File: src/rtl/regbank_pkg.sv
package regbank_pkg;

    localparam int MODE_W  = 5;
    localparam int LIDX_W  = 4;
    localparam int N_LOG   = 1 << LIDX_W;

    // logical grouping
    localparam int N_LOW    = 8;
    localparam int N_MID    = 5;
    localparam int MID_BASE = N_LOW;
    localparam int SP_IDX   = MID_BASE + N_MID;
    localparam int LR_IDX   = SP_IDX + 1;
    localparam int PC_IDX   = N_LOG - 1;

    // banks: user/system share bank 0, the rest are exception banks
    localparam int N_BANK = 6;
    localparam int N_STK  = 2;

    // physical layout
    localparam int MID_ALT_BASE = MID_BASE + N_MID;
    localparam int STK_BASE     = MID_ALT_BASE + N_MID;
    localparam int PC_SLOT      = STK_BASE + N_STK * N_BANK;
    localparam int PHYS_N       = PC_SLOT + 1;
    localparam int PHYS_W       = $clog2(PHYS_N);

    localparam int SPS_N = N_BANK - 1;
    localparam int SPS_W = $clog2(SPS_N);

    localparam logic [MODE_W-1:0] MD_USR = 5'b10000;
    localparam logic [MODE_W-1:0] MD_FIQ = 5'b10001;
    localparam logic [MODE_W-1:0] MD_IRQ = 5'b10010;
    localparam logic [MODE_W-1:0] MD_SVC = 5'b10011;
    localparam logic [MODE_W-1:0] MD_ABT = 5'b10111;
    localparam logic [MODE_W-1:0] MD_UND = 5'b11011;
    localparam logic [MODE_W-1:0] MD_SYS = 5'b11111;

    typedef enum logic [2:0] {
        BK_COMMON = 3'd0,
        BK_FIQ    = 3'd1,
        BK_IRQ    = 3'd2,
        BK_SVC    = 3'd3,
        BK_ABT    = 3'd4,
        BK_UND    = 3'd5
    } bank_e;

endpackage

File: src/rtl/regbank_mode_dec.sv
module regbank_mode_dec
    import regbank_pkg::*;
(
    input  logic [MODE_W-1:0] mode,
    output bank_e             bank,
    output logic              has_saved
);

    always_comb begin
        case (mode)
            MD_FIQ:  bank = BK_FIQ;
            MD_IRQ:  bank = BK_IRQ;
            MD_SVC:  bank = BK_SVC;
            MD_ABT:  bank = BK_ABT;
            MD_UND:  bank = BK_UND;
            default: bank = BK_COMMON;   // user, system, unknown
        endcase
        has_saved = (bank != BK_COMMON);
    end

endmodule

File: src/rtl/regbank_map.sv
module regbank_map
    import regbank_pkg::*;
(
    input  bank_e             bank,
    input  logic [LIDX_W-1:0] lidx,
    output logic [PHYS_W-1:0] pidx
);

    int slot;

    always_comb begin
        if (int'(lidx) < MID_BASE) begin
            slot = int'(lidx);
        end else if (int'(lidx) < SP_IDX) begin
            slot = (bank == BK_FIQ) ? MID_ALT_BASE + int'(lidx) - MID_BASE
                                    : int'(lidx);
        end else if (int'(lidx) < PC_IDX) begin
            slot = STK_BASE + N_STK * int'(bank) + int'(lidx) - SP_IDX;
        end else begin
            slot = PC_SLOT;
        end
        pidx = PHYS_W'(slot);
    end

endmodule

File: src/rtl/banked_regfile.sv
module banked_regfile
    import regbank_pkg::*;
#(
    parameter int DATA_W = 32
) (
    input  logic              clk,
    input  logic              rst,
    input  logic [MODE_W-1:0] mode,
    input  logic [LIDX_W-1:0] rd0_idx,
    output logic [DATA_W-1:0] rd0_data,
    input  logic [LIDX_W-1:0] rd1_idx,
    output logic [DATA_W-1:0] rd1_data,
    input  logic              wr_en,
    input  logic [LIDX_W-1:0] wr_idx,
    input  logic [DATA_W-1:0] wr_data,
    input  logic              sps_req,
    input  logic              sps_wr_en,
    input  logic [DATA_W-1:0] sps_wdata,
    output logic [DATA_W-1:0] sps_rdata,
    output logic              sps_err
);

    localparam int N_PORT  = 3;
    localparam int WR_PORT = N_PORT - 1;

    typedef struct packed {
        logic [PHYS_N-1:0][DATA_W-1:0] regs;
        logic [SPS_N-1:0][DATA_W-1:0]  sps;
        logic                          err;
    } state_t;

    state_t state_d, state_q;

    bank_e             bank;
    logic              has_saved;
    logic [SPS_W-1:0]  sps_slot;
    logic [LIDX_W-1:0] lidx [N_PORT];
    logic [PHYS_W-1:0] pidx [N_PORT];

    regbank_mode_dec u_dec (
        .mode      (mode),
        .bank      (bank),
        .has_saved (has_saved)
    );

    assign lidx[0]       = rd0_idx;
    assign lidx[1]       = rd1_idx;
    assign lidx[WR_PORT] = wr_idx;

    for (genvar p = 0; p < N_PORT; p++) begin : g_map
        regbank_map u_map (
            .bank (bank),
            .lidx (lidx[p]),
            .pidx (pidx[p])
        );
    end

    always_comb begin
        sps_slot = has_saved ? SPS_W'(int'(bank) - 1) : '0;
    end

    always_comb begin
        state_d = state_q;
        if (wr_en) begin
            state_d.regs[pidx[WR_PORT]] = wr_data;
        end
        if (sps_wr_en && has_saved) begin
            state_d.sps[sps_slot] = sps_wdata;
        end
        state_d.err = (sps_req || sps_wr_en) && !has_saved;
        if (rst) begin
            state_d = '0;
        end
    end

    always_ff @(posedge clk) begin
        state_q <= state_d;
    end

    assign rd0_data  = state_q.regs[pidx[0]];
    assign rd1_data  = state_q.regs[pidx[1]];
    assign sps_rdata = has_saved ? state_q.sps[sps_slot] : '0;
    assign sps_err   = state_q.err;

endmodule

File: config.mk
export PLATFORM = sky130hd
export DESIGN_NAME = banked_regfile
export DESIGN_NICKNAME = d
export VERILOG_FILES = /design/src/rtl/regbank_pkg.sv /design/src/rtl/regbank_mode_dec.sv /design/src/rtl/regbank_map.sv /design/src/rtl/banked_regfile.sv
export SDC_FILE = /design/constraint.sdc
export NUM_CORES = 2
export LEC_CHECK = 0
export ABC_CLOCK_PERIOD_IN_PS = 12100
export BUFFER_PORTS_ARGS = -buffer_cell sky130_fd_sc_hd__buf_2
export CAP_MARGIN = 10
export CORE_MARGIN = 1
export CORE_UTILIZATION = 50
export DETAILED_ROUTE_END_ITERATION = 12
export PLACE_DENSITY = 0.62
export SLEW_MARGIN = 10
export SYNTH_ARGS = -nofsm -noshare
export SYNTH_HDL_FRONTEND = slang
export SYNTH_SLANG_ARGS = --single-unit
File: constraint.sdc
create_clock -name clk -period 12.1 [get_ports clk]
set_input_delay 1.21 -clock clk [delete_from_list [all_inputs] [get_ports clk]]
set_output_delay 1.21 -clock clk [all_outputs]
set_load 0.05 [all_outputs]
==> impl_metrics.toml <==
[run_status]
status = "finished clean"

[die]
dieHeight_um = 349.3
core.rowCount = 127
io_pins = 183
die_area_um2 = 122000
fp.dieW_um = 349.3
core_um2 = 119800
initial_core_util_pct = 50.34

[final_layout]
final_common_cell = "nand2_1"
nNetsFinal = 7972
drive_above_1_share_pct = 9.647
layout_common_cells = "nand2_1, a21oi_1, dfxtp_1"
final_cell_count_no_fill = 9573
area_delta_synth_final_pct = 8.690

[pwr]
p_per_area_nw_per_um2 = 147.6
peakVddDrop_uv = 168.2
p_leak_nw = 22.41

[sta]
hold_violations = 0
setup_viol = 0
slew_violations = 0
setup_tns_ps = 0
relSlewSlack_pct = 12.80
hold_slack_ps = 453.5
tightest_slew_ps = 1308
period_share_pct = 72.69
fin_worst_skew_ps = 0
fmax_mhz = 113.7
min_period_ps = 8796
rsz0062_at_grt = "false"

[drt]
drt-total-wl_um = 261100
drc = 0
first_pass_iters = 8
wire_per_inst_um = 27.28
drt_iter0_markers = 8802
vias_per_cell = 6.447
via_count = 61720
drtAntennaViolNets = 0

[setup_path]
r2r_slack_ps = 11340
worstPathArrival_ps = 7590
critPathMaxFanout = 97
r2r_cells = 2
r2r_start = "state_q[1065]$_SDFFE_PP0P_"
reg2reg_to = "state_q[1065]$_SDFFE_PP0P_"
cp-start-kind = "input pin"
setup.worst_path.end_class = "output pin"
cp.required_ps = 10890
critical_path_class = "in -> out"

[yosys]
synth_seq_cells = 1153
synth_async_sr_flop_share_pct = 0
syn_nets = 8329
syn-cell-area_um2 = 60320
ys.flop_type = "dfxtp_1"
synth.avg_cell_area_um2 = 7.346
ys_seq_area_share_pct = 38.27
yosysUniqueCellTypes = 74
synth_edf_count = 0
synthCells = 8211
yosys_warnings = 0

[clock_tree]
post_cts_buffers = 0
clockBufferDepth = 3
cts_root_buffer = "clkbuf_16"
cts_htree_levels = 4
clock_latency_ps = 770
cts_tree = "done"
postCtsHoldBufs = 0
cts_buffers = 132
cts.clk_slew.worst_paths_ps = 60
cts_resized = 0
clock-sinks = 1153

[global_route]
gr-total-overflow = 0
grt_pass1_wl_um = 380400
grt_max_degree = 218
antenna_found_initial = 41
grt_pass1_vias = 56990
globalRouteTotalUtil_pct = 41.49

[placed_design]
dp_hpwl_um = 146400
io_buffers = 182
dpl.cell_count = 9332
gp_congestion = 0.8999

[worst_hold_path]
worstHoldPathType = "reg -> reg"
hold_depth = 2
min_to = "state_q[12]$_SDFFE_PP0P_"
min_from = "state_q[12]$_SDFFE_PP0P_"

[run]
max_cap_violations = 0
critical path, stage by stage:
cell,delay [ps]
buf_2,130
nor2b_1,160
nand3_2,210
inv_2,120
buf_4,600
ha_1,430
o21ai_2,270
nand3_2,140
buf_4,580
nand2_8,570
buf_12,410
buf_4,610
mux2i_1,210
mux2i_1,180
o22ai_1,150
nor4_2,670
buf_2,470
layout make-up:
cell class                 count  area [um2]
sequential                  1153       23080
clock buffer                 188        3841
multi-input combinational   6217       33880
tap                         1612        2017
antenna                       10       25.02
fill                       11530       54250
clock inverter                43       470.5
timing repair buffer         323        2140
inverter                      27       101.3
power by group:
part | internal [mW] | leakage [nW] | switching [mW]
combinational | 0.418 | 11.0 | 1.31
clock | 2.34 | 2.10 | 1.73
sequential | 3.84 | 9.30 | 0.0320
total | 6.60 | 22.4 | 3.07
cell families after synthesis:
logic type | after synthesis | share of synthesized area (%)
buf+inv | 841 | 6.279
xor+xnor | 8 | 0.1286
flops | 1153 | 38.27
simple gates | 3599 | 24.05
mux | 636 | 10.86
compound gates | 1942 | 19.71
fa+ha+maj | 32 | 0.7012
worst max-delay path by stage:
stage	from	to	slack [ps]
2_1_floorplan	mode[4]	rd0_data[0]	4540
3_3_place_gp	mode[2]	rd1_data[24]	3500
3_5_place_dp	mode[2]	rd0_data[5]	3610
4_1_cts	mode[2]	rd0_data[5]	3580
5_1_grt	mode[2]	rd0_data[5]	3260
6_report	mode[2]	rd0_data[21]	3300
metrics by stage:
step | cell area [um2] | total power [mW] | util, % | setup slack (ps)
floorplan | 60320 | 5.019 | - | 4545
global placement | 61200 | 5.586 | 51.08 | 3505
detailed placement | 61220 | 5.598 | 51.10 | 3610
CTS | 65530 | 9.598 | 54.70 | 3575
global route | 65540 | 9.871 | 54.70 | 3260
finish | 65560 | 9.676 | 54.72 | 3304
synthesized netlist by cell type, drive strengths merged, types with 2 or more instances:
master	count	area, um2
a211o	2	17.52
clkbuf	500	1878
o311a	2	20.02
o32ai	2	36.29
dfxtp	1153	23080
o311ai	2	17.52
nor2	111	466.7
nand2	3102	11650
o221a	3	33.78
nand4	4	25.02
nor3	12	65.06
xnor2	6	60.06
inv	27	101.4
ha	29	362.9
o21ai	40	207.7
a21boi	66	499.2
buf	314	1808
mux2i	508	5085
a311oi	63	551.8
fa	3	60.06
or3	9	56.30
a21o	4	30.03
a311o	62	620.6
and2	7	43.79
o2bb2ai	31	271.5
o221ai	2	17.52
nand3	172	860.8
nor4	63	588.1
mux2	126	1419
o211ai	2	15.01
a32oi	164	1436
a22oi	2	15.01
a211oi	126	945.9
a22o	4	35.03
a21oi	1165	5831
nand2b	10	62.56
a31oi	100	640.6
o22ai	94	588.1
mux4	2	45.04
xor2	2	17.52
nor2b	9	56.30
or2	19	118.9
and3	76	475.5
sequential cells by signal, summed over array words and instances (netlist names):
name,flops
state_q,1152
sps_err,1
routing by layer:
layer  vias up  share of wire, %  global-route usage, %
met5         -             0.097                 0.2355
met4        36               6.5                  25.08
met3      1065                13                  11.87
met2      4130                43                  62.65
met1     29120                38                  52.24
li1      27370                 -                      -
Note: power is estimated with default switching activity, not from simulation.
